==> config.mk <==
export PLATFORM = sky130hd
export DESIGN_NAME = bf16_imm_expand
export DESIGN_NICKNAME = d
export VERILOG_FILES = /design/src/rtl/bf16x_pkg.sv /design/src/rtl/bf16x_field_split.sv /design/src/rtl/bf16x_lzc.sv /design/src/rtl/bf16x_widen.sv /design/src/rtl/bf16x_out_stage.sv /design/src/rtl/bf16_imm_expand.sv
export SDC_FILE = /design/constraint.sdc
export NUM_CORES = 1
export LEC_CHECK = 0
export BUFFER_PORTS_ARGS = -buffer_cell sky130_fd_sc_hd__buf_2
export CAP_MARGIN = 30
export CORE_ASPECT_RATIO = 0.8
export CORE_UTILIZATION = 30
export DETAILED_ROUTE_END_ITERATION = 6
export GPL_TIMING_DRIVEN = 0
export MAX_ROUTING_LAYER = met4
export PLACE_DENSITY = 0.69
export SYNTH_ARGS = -nofsm -noshare
export SYNTH_HDL_FRONTEND = slang
export SYNTH_SLANG_ARGS = --single-unit
==> constraint.sdc <==
create_clock -name clk -period 1.7 [get_ports clk]
set_input_delay 0.34 -clock clk [delete_from_list [all_inputs] [get_ports clk]]
set_output_delay 0.34 -clock clk [all_outputs]
set_load 0.01 [all_outputs]
==> src/rtl/bf16x_pkg.sv <==
package bf16x_pkg;
  localparam int INSN_W     = 32;
  localparam int IMM_W      = 16;
  localparam int IN_EXP_W   = 8;
  localparam int IN_MAN_W   = 7;
  localparam int OUT_EXP_W  = 11;
  localparam int OUT_FRAC_W = 52;
  localparam int DBL_W      = 1 + OUT_EXP_W + OUT_FRAC_W;
  localparam int RD_W       = 5;
  localparam int OPC_W      = 6;
  localparam int XOP_W      = 5;
  localparam int IN_BIAS    = (1 << (IN_EXP_W - 1)) - 1;
  localparam int OUT_BIAS   = (1 << (OUT_EXP_W - 1)) - 1;
  localparam int BIAS_ADJ   = OUT_BIAS - IN_BIAS;

  localparam logic [OPC_W-1:0] DEF_MAJOR = 6'd19;
  localparam logic [XOP_W-1:0] DEF_EXT   = 5'd3;

  typedef struct packed {
    logic [DBL_W-1:0] dbl;
    logic [RD_W-1:0]  rd;
  } result_t;
endpackage

==> src/rtl/bf16x_field_split.sv <==
module bf16x_field_split
  import bf16x_pkg::*;
#(
  parameter logic [OPC_W-1:0] MAJOR_OP = DEF_MAJOR,
  parameter logic [XOP_W-1:0] EXT_OP   = DEF_EXT
) (
  input  logic [INSN_W-1:0] insn,
  output logic [IMM_W-1:0]  imm,
  output logic [RD_W-1:0]   rd,
  output logic              hit
);
  localparam int OPC_LSB = INSN_W - OPC_W;
  localparam int RD_LSB  = OPC_LSB - RD_W;
  localparam int XOP_LSB = 1;
  localparam int IMLO_W  = IMM_W - 1;
  localparam int IMLO_LSB = XOP_LSB + XOP_W;

  logic [OPC_W-1:0] opc;
  logic [XOP_W-1:0] xop;

  always_comb begin
    opc = insn[INSN_W-1 -: OPC_W];
    xop = insn[XOP_LSB +: XOP_W];
    rd  = insn[RD_LSB +: RD_W];
    imm = {insn[0], insn[IMLO_LSB +: IMLO_W]};
    hit = (opc == MAJOR_OP) && (xop == EXT_OP);
  end
endmodule

==> src/rtl/bf16x_lzc.sv <==
module bf16x_lzc #(
  parameter int W  = 7,
  parameter int CW = $clog2(W + 1)
) (
  input  logic [W-1:0]  vec,
  output logic [CW-1:0] cnt
);
  logic [W:0] seen;
  logic [CW-1:0] part [W+1];

  assign seen[W] = 1'b0;
  assign part[W] = '0;

  for (genvar i = W - 1; i >= 0; i--) begin : g_scan
    assign seen[i] = seen[i+1] | vec[i];
    assign part[i] = (seen[i+1] || vec[i]) ? part[i+1] : CW'(W - i);
  end

  assign cnt = part[0];
endmodule

==> src/rtl/bf16x_widen.sv <==
module bf16x_widen
  import bf16x_pkg::*;
(
  input  logic [IMM_W-1:0] imm,
  output logic [DBL_W-1:0] dbl
);
  localparam int LZ_W  = $clog2(IN_MAN_W + 1);
  localparam int PAD_W = OUT_FRAC_W - IN_MAN_W;
  localparam logic [IN_EXP_W-1:0]  EXP_ONES  = '1;
  localparam logic [OUT_EXP_W-1:0] OEXP_ONES = '1;

  logic                 sgn;
  logic [IN_EXP_W-1:0]  exp_in;
  logic [IN_MAN_W-1:0]  man_in;
  logic [LZ_W-1:0]      lz;
  logic [IN_MAN_W:0]    shifted;
  logic [OUT_EXP_W-1:0] exp_out;
  logic [IN_MAN_W-1:0]  man_out;

  assign sgn    = imm[IMM_W-1];
  assign exp_in = imm[IN_MAN_W +: IN_EXP_W];
  assign man_in = imm[IN_MAN_W-1:0];

  bf16x_lzc #(.W(IN_MAN_W), .CW(LZ_W)) u_lzc (
    .vec (man_in),
    .cnt (lz)
  );

  always_comb begin
    shifted = {1'b0, man_in} << (int'(lz) + 1);
    if (exp_in == '0) begin
      if (man_in == '0) begin
        exp_out = '0;
        man_out = '0;
      end else begin
        exp_out = OUT_EXP_W'(BIAS_ADJ - int'(lz));
        man_out = shifted[IN_MAN_W-1:0];
      end
    end else if (exp_in == EXP_ONES) begin
      exp_out = OEXP_ONES;
      man_out = man_in;
    end else begin
      exp_out = OUT_EXP_W'(int'(exp_in) + BIAS_ADJ);
      man_out = man_in;
    end
    dbl = {sgn, exp_out, man_out, {PAD_W{1'b0}}};
  end
endmodule

==> src/rtl/bf16x_out_stage.sv <==
module bf16x_out_stage
  import bf16x_pkg::*;
(
  input  logic    clk,
  input  logic    rst_n,
  input  logic    take,
  input  logic    load,
  input  result_t din,
  input  logic    out_ready,
  output logic    out_valid,
  output logic    free,
  output result_t dout
);
  assign free = !out_valid || out_ready;

  always_ff @(posedge clk or negedge rst_n) begin
    if (!rst_n) begin
      out_valid <= 1'b0;
      dout      <= '0;
    end else if (free) begin
      out_valid <= take && load;
      if (take && load) dout <= din;
    end
  end
endmodule

==> src/rtl/bf16_imm_expand.sv <==
module bf16_imm_expand
  import bf16x_pkg::*;
#(
  parameter logic [OPC_W-1:0] MAJOR_OP = DEF_MAJOR,
  parameter logic [XOP_W-1:0] EXT_OP   = DEF_EXT
) (
  input  logic              clk,
  input  logic              rst_n,
  input  logic              in_valid,
  output logic              in_ready,
  input  logic [INSN_W-1:0] in_insn,
  output logic              out_valid,
  input  logic              out_ready,
  output logic [DBL_W-1:0]  out_data,
  output logic [RD_W-1:0]   out_rd
);
  logic [IMM_W-1:0] imm;
  logic [RD_W-1:0]  rd;
  logic             hit;
  logic [DBL_W-1:0] dbl;
  result_t          nxt;
  result_t          held;

  bf16x_field_split #(.MAJOR_OP(MAJOR_OP), .EXT_OP(EXT_OP)) u_split (
    .insn (in_insn),
    .imm  (imm),
    .rd   (rd),
    .hit  (hit)
  );

  bf16x_widen u_widen (
    .imm (imm),
    .dbl (dbl)
  );

  assign nxt.dbl = dbl;
  assign nxt.rd  = rd;

  bf16x_out_stage u_stage (
    .clk       (clk),
    .rst_n     (rst_n),
    .take      (in_valid),
    .load      (hit),
    .din       (nxt),
    .out_ready (out_ready),
    .out_valid (out_valid),
    .free      (in_ready),
    .dout      (held)
  );

  assign out_data = held.dbl;
  assign out_rd   = held.rd;
endmodule

Word level (Yosys, flattened, before mapping)
Index checks and enable logic that the tools add are counted.

Add/subtract/negate cells: 3. Eq/ne operators: 3. Shift-type cells: 1. Multiplexer cells: 12. Bitwise logic cells: 5. Reductions and logical operators: 13.

Operator list (number): $mux W11 (3); $shl A7 B32 Y7 (1); $mux W7 (2); $mux W3 (4); $add A8 B10 Y11 const B (1); $sub A10 B3 Y11 const A (1); $eq A8 B8 Y1 const B (1); $logic_not A8 Y1 (1); $logic_not A7 Y1 (1); $logic_or A1 B1 Y1 (7); $eq A6 B5 Y1 const B (1); $eq A5 B2 Y1 const B (1); $or A1 B1 Y1 (5); $add A3 B1 Y4 const B (1); $mux W2 (2); $logic_and A1 B1 Y1 (2); $reduce_and A2 Y1 (1); $logic_not A1 Y1 (1); $mux W1 (1).

Bits in registers: 25. Input port bits: 36. Output and inout port bits: 71. Word-level logic and storage cells: 40.

Depth between registers and ports, before layout
Gate-level depths: netlist of run 1.

Depth after elaboration: 11. Mapped depth: 12. Depth with buffers taken out: 10.

Modules after synthesis
A second synthesis of run 1 with hierarchy kept.

Cell total of the unflattened synthesis: 300. Area, all modules: 3777.4 µm².

By module, submodules not included: bf16x_out_stage (times used 1, cells an instance 151, area each 2663.8 µm², sequential area each 1751.7 µm²); bf16x_widen (times used 1, cells an instance 115, area each 869.6 µm², sequential area each 0.0 µm²); bf16x_field_split (times used 1, cells an instance 25, area each 193.9 µm², sequential area each 0.0 µm²); bf16x_lzc (times used 1, cells an instance 9, area each 50.0 µm², sequential area each 0.0 µm²).

Worst setup path after synthesis of run 1
OpenSTA, ideal clock, no wires.

Path type: input to register. From: input in_insn[11]. To: register u_stage.dout[56] (netlist name). Setup time: 0.129 ns. Data arrival time: 2.209 ns. Data required time: 1.571 ns. Slack: -0.638 ns. Cell stages on the path: 11. Buffers on the path: 2. Cells stage by stage: buf_2 > nor2b_1 > a211oi_2 > a21oi_1 > ha_1 > clkbuf_1 > inv_1 > nand3_1 > o21ai_0 > a221oi_1 > a21oi_1.

Longest elaborated chain between the ends: 11. Elaborated cells on any way between the ends: 22. Classes of those cells: 1 x add/sub; 1 x shift; 8 x mux; 5 x bitwise; 7 x reduce/logical.

RTL lines: start: declaration (RTL line bf16_imm_expand.sv:11) `input logic [INSN_W-1:0] in_insn,`; $logic_or A1 B1 Y1 or $or A1 B1 Y1 (tied branches) (RTL line bf16x_lzc.sv:16, bf16x_lzc.sv:15); $mux W2 (tied with other cells) (2 in series) (RTL line bf16x_lzc.sv:16) `assign part[i] = (seen[i+1] || vec[i]) ? part[i+1] : CW'(W - i);`; $mux W3 (tied with other cells) (2 in series) (RTL line bf16x_lzc.sv:16); $mux W3 or $logic_or A1 B1 Y1 (tied branches) (RTL line bf16x_lzc.sv:16); $mux W3 (RTL line bf16x_lzc.sv:16); $add A3 B1 Y4 (RTL line bf16x_widen.sv:30) `shifted = {1'b0, man_in} << (int'(lz) + 1);`; $shl A7 B32 Y7 (RTL line bf16x_widen.sv:30); $mux W7 (*) (RTL line bf16x_widen.sv:32) `if (man_in == '0) begin`; $mux W7 (*) (RTL line bf16x_widen.sv:31) `if (exp_in == '0) begin`; end signal: assignment (RTL line bf16x_out_stage.sv:22) `if (take && load) dout <= din;`; end: declaration (RTL line bf16x_out_stage.sv:12) `output result_t dout`.

Every way passes the cells marked *; elsewhere a longest branch is shown, timed or not. A chain may end at the register's enable or synchronous reset.

Worst setup path after layout of run 1
From: input in_insn[18]. To: register u_stage.dout[53] (netlist name).

Longest elaborated chain between the ends: 2.

RTL lines (RTL line): $logic_not A8 Y1 (bf16x_widen.sv:31); $mux W7 (bf16x_widen.sv:31).

Every way passes these cells.

==> results of run 1 <==
what timing repair did:
item                       in CTS  in global routing
gates cloned                    0                  0
buffers inserted               14                  0
setup endpoints to repair      20                 10
pin swaps                      15                  7
resized for setup              41                  8
cells by family after synthesis:
| family | share of synthesized area [%] |
|---|---|
| compound gates | 19.7 |
| xor+xnor | 0.490 |
| fa+ha+maj | 2.10 |
| buf+inv | 22.6 |
| flops | 33.6 |
| mux | 0.560 |
| other cells | 0.210 |
| simple gates | 20.7 |
power by group:
| part | internal, mW | switching, mW | total [mW] |
|---|---|---|---|
| sequential | 0.576 | 0.00295 | 0.579 |
| clock | 0.315 | 0.180 | 0.494 |
| combinational | 0.211 | 0.200 | 0.411 |
cells in the final DEF (no fill, tap or decap), types with 5 or more instances in the layout:
cell type	Yosys	routed
a21oi_1	11	9
buf_2	1	55
o21ai_0	14	7
buf_4	46	59
dfrtp_1	24	24
nor2_1	9	6
nand2_1	36	36
conb_1	1	45
clkbuf_8	0	5
worst paths after layout:
check / from / to / slack, ns / cells past startpoint
hold reg to reg: u_stage.dout[1] / u_stage.dout[1] / 0.47 / 2
setup reg to reg: u_stage.out_valid / u_stage.dout[53] / 0.26 / 5
setup / recovery: in_insn[18] / u_stage.dout[53] / -0.14 / 6
hold / removal: rst_n / u_stage.dout[53] / 0.05 / 1
min in group clk: in_insn[24] / u_stage.dout[3] / 0.26 / 3
max in group asynchronous: rst_n / u_stage.dout[4] / 1.30 / 1
final cells by class:
type	instances	area share [%]
plain buffers	55	15.8
clock buffers	3	1.50
clock inverters	1	1.09
inverters	5	0.864
multi-input cells	175	39.0
flip-flops and latches	24	21.8
well taps	78	3.55
repair buffers	73	16.4
flip-flops by register name, indices dropped and copies added (netlist names):
| name | count |
|---|---|
| u_stage.out_valid | 1 |
| u_stage.dout | 23 |
per-stage QoR:
step / worst slack (ns) / TNS (ns) / instance area [µm²]
floorplan: -0.325 / -2.01 / 2020
global placement: -0.799 / -11.05 / 2420
detailed placement: -0.825 / -11.02 / 2420
CTS: -0.136 / -0.668 / 2730
global route: -0.241 / -1.29 / 2750
finish: -0.144 / -0.593 / 2750
layer usage:
layer / wire length (µm) / share of wire [%]
met4: 19 / 0.41
met1: 2260 / 49
met5: 0 / 0
met2: 2100 / 45
met3: 273 / 5.9
==> summary.md, run 1 <==
| Metric | Value |
|---|---|
| Number of fill cells | `545` |
| Power Total | `between 1 and 1.5 mW` |
| Failing checks | `negative setup slack` |
| Sink count of the clock tree | `24` |
| Synth area leader | `dfrtp_1` |
| WP buf/inv | `1` |
| Critical Path Fanout Max | `5` |
| Setup violators final | `6` |
| CTS tree | `done` |
| Row Count | `24` |
| MaxCap Viol Count | `0` |
| Final-report max-slew violation count | `0` |
| Clock Path Buffers | `2` |
| Distinct cells, synth | `45` |
| Antenna-violating nets left | `0` |
| Die area | `between 6000 and 7000 µm²` |
| Met3 usage | `2.92%` |
| Unrepaired setup endpoints after global routing | `true` |
| Synthesized area | `1790 µm²` |
| Critical-path top delay cell | `or4_4` |
| DRC viols | `0` |
| PortBufs | `60` |
| Slew margin rel. | `64.2%` |
| DR WL/cell | `about 11 µm` |
| WHS | `~0.047 ns` |
| Post-CTS Hold Buffers | `0` |
| Most instantiated cells after synthesis | `buf_4, nand2_1, dfrtp_1` |
| Fmax | `between 500 and 600 MHz` |
| Post-synth EDFFs | `0` |
| Clock transition at path regs | `about 0.080 ns` |
| Worst path top cell family by delay | `simple AND/OR/NAND/NOR gates` |
| Diode count | `0` |
| Vias in the first global route | `1619` |
| Data arrival time of the worst path | `a little over 2 ns` |
| Cell Chain, Critical Path | `buf_2 -> or4_4 -> or2_4 -> a211o_1 -> a211o_1 -> a31oi_1` |
| Period utilization | `108%` |
| Number of I/O pins | `around 110` |
| Area grow syn2layout | `54.0%` |
| Critical path class | `input pin to flop` |
| Area share of the largest cell type after synthesis | `33.6%` |
| Pre-antenna DRT Iters | `4` |
| Async SR Flop Fraction | `100%` |
| GRT Max-Usage Layer | `met2` |
| Number of synthesized register bits | `24` |
| Remaining Overflow, GRT | `0` |
| Tmin final | `approximately 1.8 ns` |
| Finished Layout Cells | `414` |
| Clock network latency to the later pin of the worst-skew pair | `~0.26 ns` |
| Synth warn | `0` |
| Width of the chip | `88.3 µm` |
| Max IR drop VDD | `284 µV` |
| Core Box Area | `5590 µm²` |
| TritonCTS Buffers | `3` |
| DR iter-0 viols | `52` |
| Outcome | `finished with violations` |
| Cell Pwr Density | `540 nW/µm²` |
| Tightest Pin Transition | `0.537 ns` |
| Fin worst setup slack | `-0.144 ns` |
| Syn avg cell area | `8.27 µm²` |
| Clock Skew | `0.00341 ns` |
| Final Hold Violating Endpoints | `0` |
| CP max stage delay | `roughly 0.54 ns` |
| Synth top area cells | `dfrtp_1, buf_4, nand2_1` |
| Via density | `4.21` |
| H-Tree Depth | `1` |
| Pin count of the biggest net entering global routing | `25` |
| Vias | `1744` |
| Area of the multi-input gates | `1070 µm²` |
| First-pass GRT wire length | `7500 µm` |
| Register Area | `601 µm²` |
| CP Data Required Time | `1.89 ns` |
| GRT met1 Usage | `a little under a quarter` |
| Worst setup EP type | `flop` |
| Share of post-route cells with drive strength above 1 | `47.0%` |
| Most common cell in the netlist | `buf_4` |
| Ys flop type | `dfrtp_1` |
| RD Place Congestion | `0.834` |
| DRT Wirelength | `4650 µm` |
| Met2 Usage GRT | `23.7%` |
| HP Class | `input pin to async pin` |
| Crit path top cell by count | `a211o_1` |
| Nature of the critical path startpoint | `input pin` |
| Die height | `a little over 70 µm` |
| Root buf cell | `clkbuf_8` |
| Initial core utilization | `a little under a third` |
| Post-detail-place hpwl | `3630 µm` |
| Net count, final | `376` |
| Post-Synthesis Cells | `216` |
| DP Cell Count | `398` |
| Pleak | `between 1 and 1.5 nW` |
| Seq/Total Area, Yosys | `33.6%` |
| Tot GR Track Use | `between 10% and 20%` |
| Final design utilization | `49.3%` |
| Initial antenna violation count | `0` |
(Power assumes the default switching activity.)
==> inputs of run 2 (changes only) <==
--- a/config.mk
+++ b/config.mk
@@ -5,7 +5,7 @@
 export SDC_FILE = /design/constraint.sdc
 export NUM_CORES = 1
 export LEC_CHECK = 0
-export BUFFER_PORTS_ARGS = -buffer_cell sky130_fd_sc_hd__buf_2
+export BUFFER_PORTS_ARGS = -buffer_cell sky130_fd_sc_hd__buf_4
 export CAP_MARGIN = 30
 export CORE_ASPECT_RATIO = 0.8
 export CORE_UTILIZATION = 30
==> run 2 against run 1 <==
The flow still finishes with violations (negative setup slack). Final cell count grew 1.7%. Critical path type unchanged. Critical endpoint unchanged. Highest routed layer is now met3. Via count grew 1.3%. Clock power is 1% higher. Core utilization rose by 4.1 points.
==> summary.md, run 2 (synthesis results as in run 1) <==
| Metric | Value |
|---|---|
| Antenna-violating nets left | `0 (unchanged)` |
| Pre-antenna DRT Iters | `4 (unchanged)` |
| Fin worst setup slack | `-0.161 ns (was -0.144 ns)` |
| Most frequent cells in the layout | `buf_4, conb_1, nand2_1 (was buf_4, buf_2, conb_1)` |
| TritonCTS Buffers | `3 (unchanged)` |
| Outcome | `finished with violations (unchanged)` |
| RD Place Congestion | `0.850 (was 0.834)` |
| Via density | `4.20 (was 4.21)` |
| Core Box Area | `5590 µm² (unchanged)` |
| Slew margin rel. | `65.6% (was 64.2%)` |
| Setup violators final | `7 (was 6)` |
| Row Count | `24 (unchanged)` |
| PortBufs | `60 (unchanged)` |
| Final design utilization | `53.3% (was 49.3%)` |
| CTS tree | `done (unchanged)` |
| Root buf cell | `clkbuf_8 (unchanged)` |
| DR WL/cell | `11.6 µm (was 11.2 µm)` |
| Most common cell after layout, fill and taps aside | `buf_4 (unchanged)` |
| Largest register FFs | `23 (unchanged)` |
| Tmin final | `1.86 ns (was 1.84 ns)` |
| MaxCap Viol Count | `0 (unchanged)` |
| Fmax | `537 MHz (was 542 MHz)` |
| Tot GR Track Use | `15.9% (was 15.8%)` |
| CP Data Required Time | `1.89 ns (about the same)` |
| Nature of the critical path startpoint | `input pin (unchanged)` |
| Critical path class | `input pin to flop (unchanged)` |
| Max IR drop VDD | `346 µV (was 284 µV)` |
| Initial core utilization | `32.0% (unchanged)` |
| Critical Path Fanout Max | `5 (unchanged)` |
| HP Class | `input pin to flop (was input pin to async pin)` |
| Final-report max-slew violation count | `0 (unchanged)` |
| Width of the chip | `88.3 µm (unchanged)` |
| Power Total | `1.53 mW (was 1.48 mW)` |
| Pin count of the biggest net entering global routing | `25 (unchanged)` |
| First-pass GRT wire length | `7620 µm (was 7500 µm)` |
| Net count, final | `383 (was 376)` |
| Area grow syn2layout | `66.7% (was 54.0%)` |
| Die area | `6270 µm² (unchanged)` |
| Failing checks | `negative setup slack (unchanged)` |
| Number of I/O pins | `107 (unchanged)` |
| Clock network latency to the later pin of the worst-skew pair | `0.27 ns (was 0.26 ns)` |
| Final Hold Violating Endpoints | `0 (unchanged)` |
| Tightest Pin Transition | `0.515 ns (was 0.537 ns)` |
| Clock Path Buffers | `2 (unchanged)` |
| Biggest regs | `u_stage.dout (23), u_stage.out_valid (1) (unchanged)` |
| Cell Pwr Density | `513 nW/µm² (was 540 nW/µm²)` |
| Unrepaired setup endpoints after global routing | `true (unchanged)` |
| Remaining Overflow, GRT | `0 (unchanged)` |
| Pleak | `1.57 nW (was 1.50 nW)` |
| H-Tree Depth | `1 (unchanged)` |
| Initial antenna violation count | `0 (unchanged)` |
| Period utilization | `109% (was 108%)` |
| DP Worst Slack | `-0.813 ns (was -0.825 ns)` |
| Diode count | `0 (unchanged)` |
| DRC viols | `0 (unchanged)` |
| Register bank with the most flops | `u_stage.dout (unchanged)` |
| Clock Skew | `0.00598 ns (was 0.00341 ns)` |
| Data arrival time of the worst path | `2.05 ns (was 2.03 ns)` |
| Die height | `71.0 µm (unchanged)` |
| Share of post-route cells with drive strength above 1 | `47.8% (was 47.0%)` |
| Vias in the first global route | `1631 (was 1619)` |
| Sink count of the clock tree | `24 (unchanged)` |
| Post-detail-place hpwl | `3700 µm (was 3630 µm)` |
| Worst setup EP type | `flop (unchanged)` |
| Vias | `1767 (was 1744)` |
| DRT Wirelength | `4900 µm (was 4650 µm)` |
| DR iter-0 viols | `85 (was 52)` |
| Clock transition at path regs | `0.09 ns (was 0.08 ns)` |
[run 2: cell count changes in the layout (fill, tap and decap cells not counted), sizes merged]
cell,previous run,this run
clkinvlp,0,1
dlygate4sd3,0,1
clkbuf,9,10
buf,122,127
inv,5,4
[run 2: worst max-delay path, stage by stage]
cell and delay [ns]:
buf_8 0.11, nand2b_4 0.14, a211oi_4 0.31, a21oi_2 0.07, inv_1 0.07, ha_2 0.18
buf_8 0.12, nor2_4 0.03, a211o_1 0.28, a211o_1 0.26, a31oi_1 0.15
[run 2: final timing paths]
path	startpoint	endpoint	slack, ns	cells after the start
min reg2reg	u_stage.dout[4]	u_stage.dout[4]	0.48	2
min	in_insn[23]	u_stage.dout[2]	0.26	3
min in group asynchronous	rst_n	u_stage.dout[52]	0.50	2
max in group asynchronous	rst_n	u_stage.dout[4]	0.96	2
max	in_insn[8]	u_stage.dout[53]	-0.16	11
max reg2reg	u_stage.out_valid	u_stage.dout[50]	0.32	5
[run 2: metrics by stage]
step | hold slack [ns] | setup TNS (ns) | std cells | instance area, µm²
final | 0.257 | -0.864 | 421 | 2980
after global routing | 0.246 | -1.54 | 421 | 2980
after CTS | 0.250 | -0.724 | 420 | 2940
after detailed placement | 0.261 | -11.13 | 398 | 2570
after global placement | 0.256 | -11.26 | 398 | 2570
after floorplan | 0.0444 | -2.01 | 260 | 2020
[run 2: repair_timing]
item | in CTS | in global routing
setup buffers | 19 | 1
pin swaps | 15 | 3
hold endpoints to repair | 24 | 0
hold buffers | 1 | 0
endpoints found under the setup margin | 20 | 19
gates resized for setup | 40 | 7
[run 2: layer usage]
layer | share of wire [%] | global-route usage [%]
met3 | 6.3 | 3.27
met5 | 0 | -
met1 | 47 | 21.4
met4 | 0 | 0
met2 | 47 | 26.5
[run 2: cell type report]
type | instances | area (µm²)
plain buffers | 55 | 450
clock buffers | 3 | 41.3
clock inverters | 1 | 30.0
fillers | 535 | 2610
inverters | 5 | 27.5
multi-input cells | 175 | 1080
flip-flops and latches | 24 | 601
well taps | 78 | 97.6
repair buffers | 80 | 646
[run 2: power by group]
part           switching [mW]  internal, mW  leakage [nW]  total (mW)
sequential            0.00331         0.576         0.335       0.579
clock                   0.186         0.315        0.0357       0.501
combinational           0.204         0.243          1.20       0.447
total                   0.393          1.13          1.57        1.53
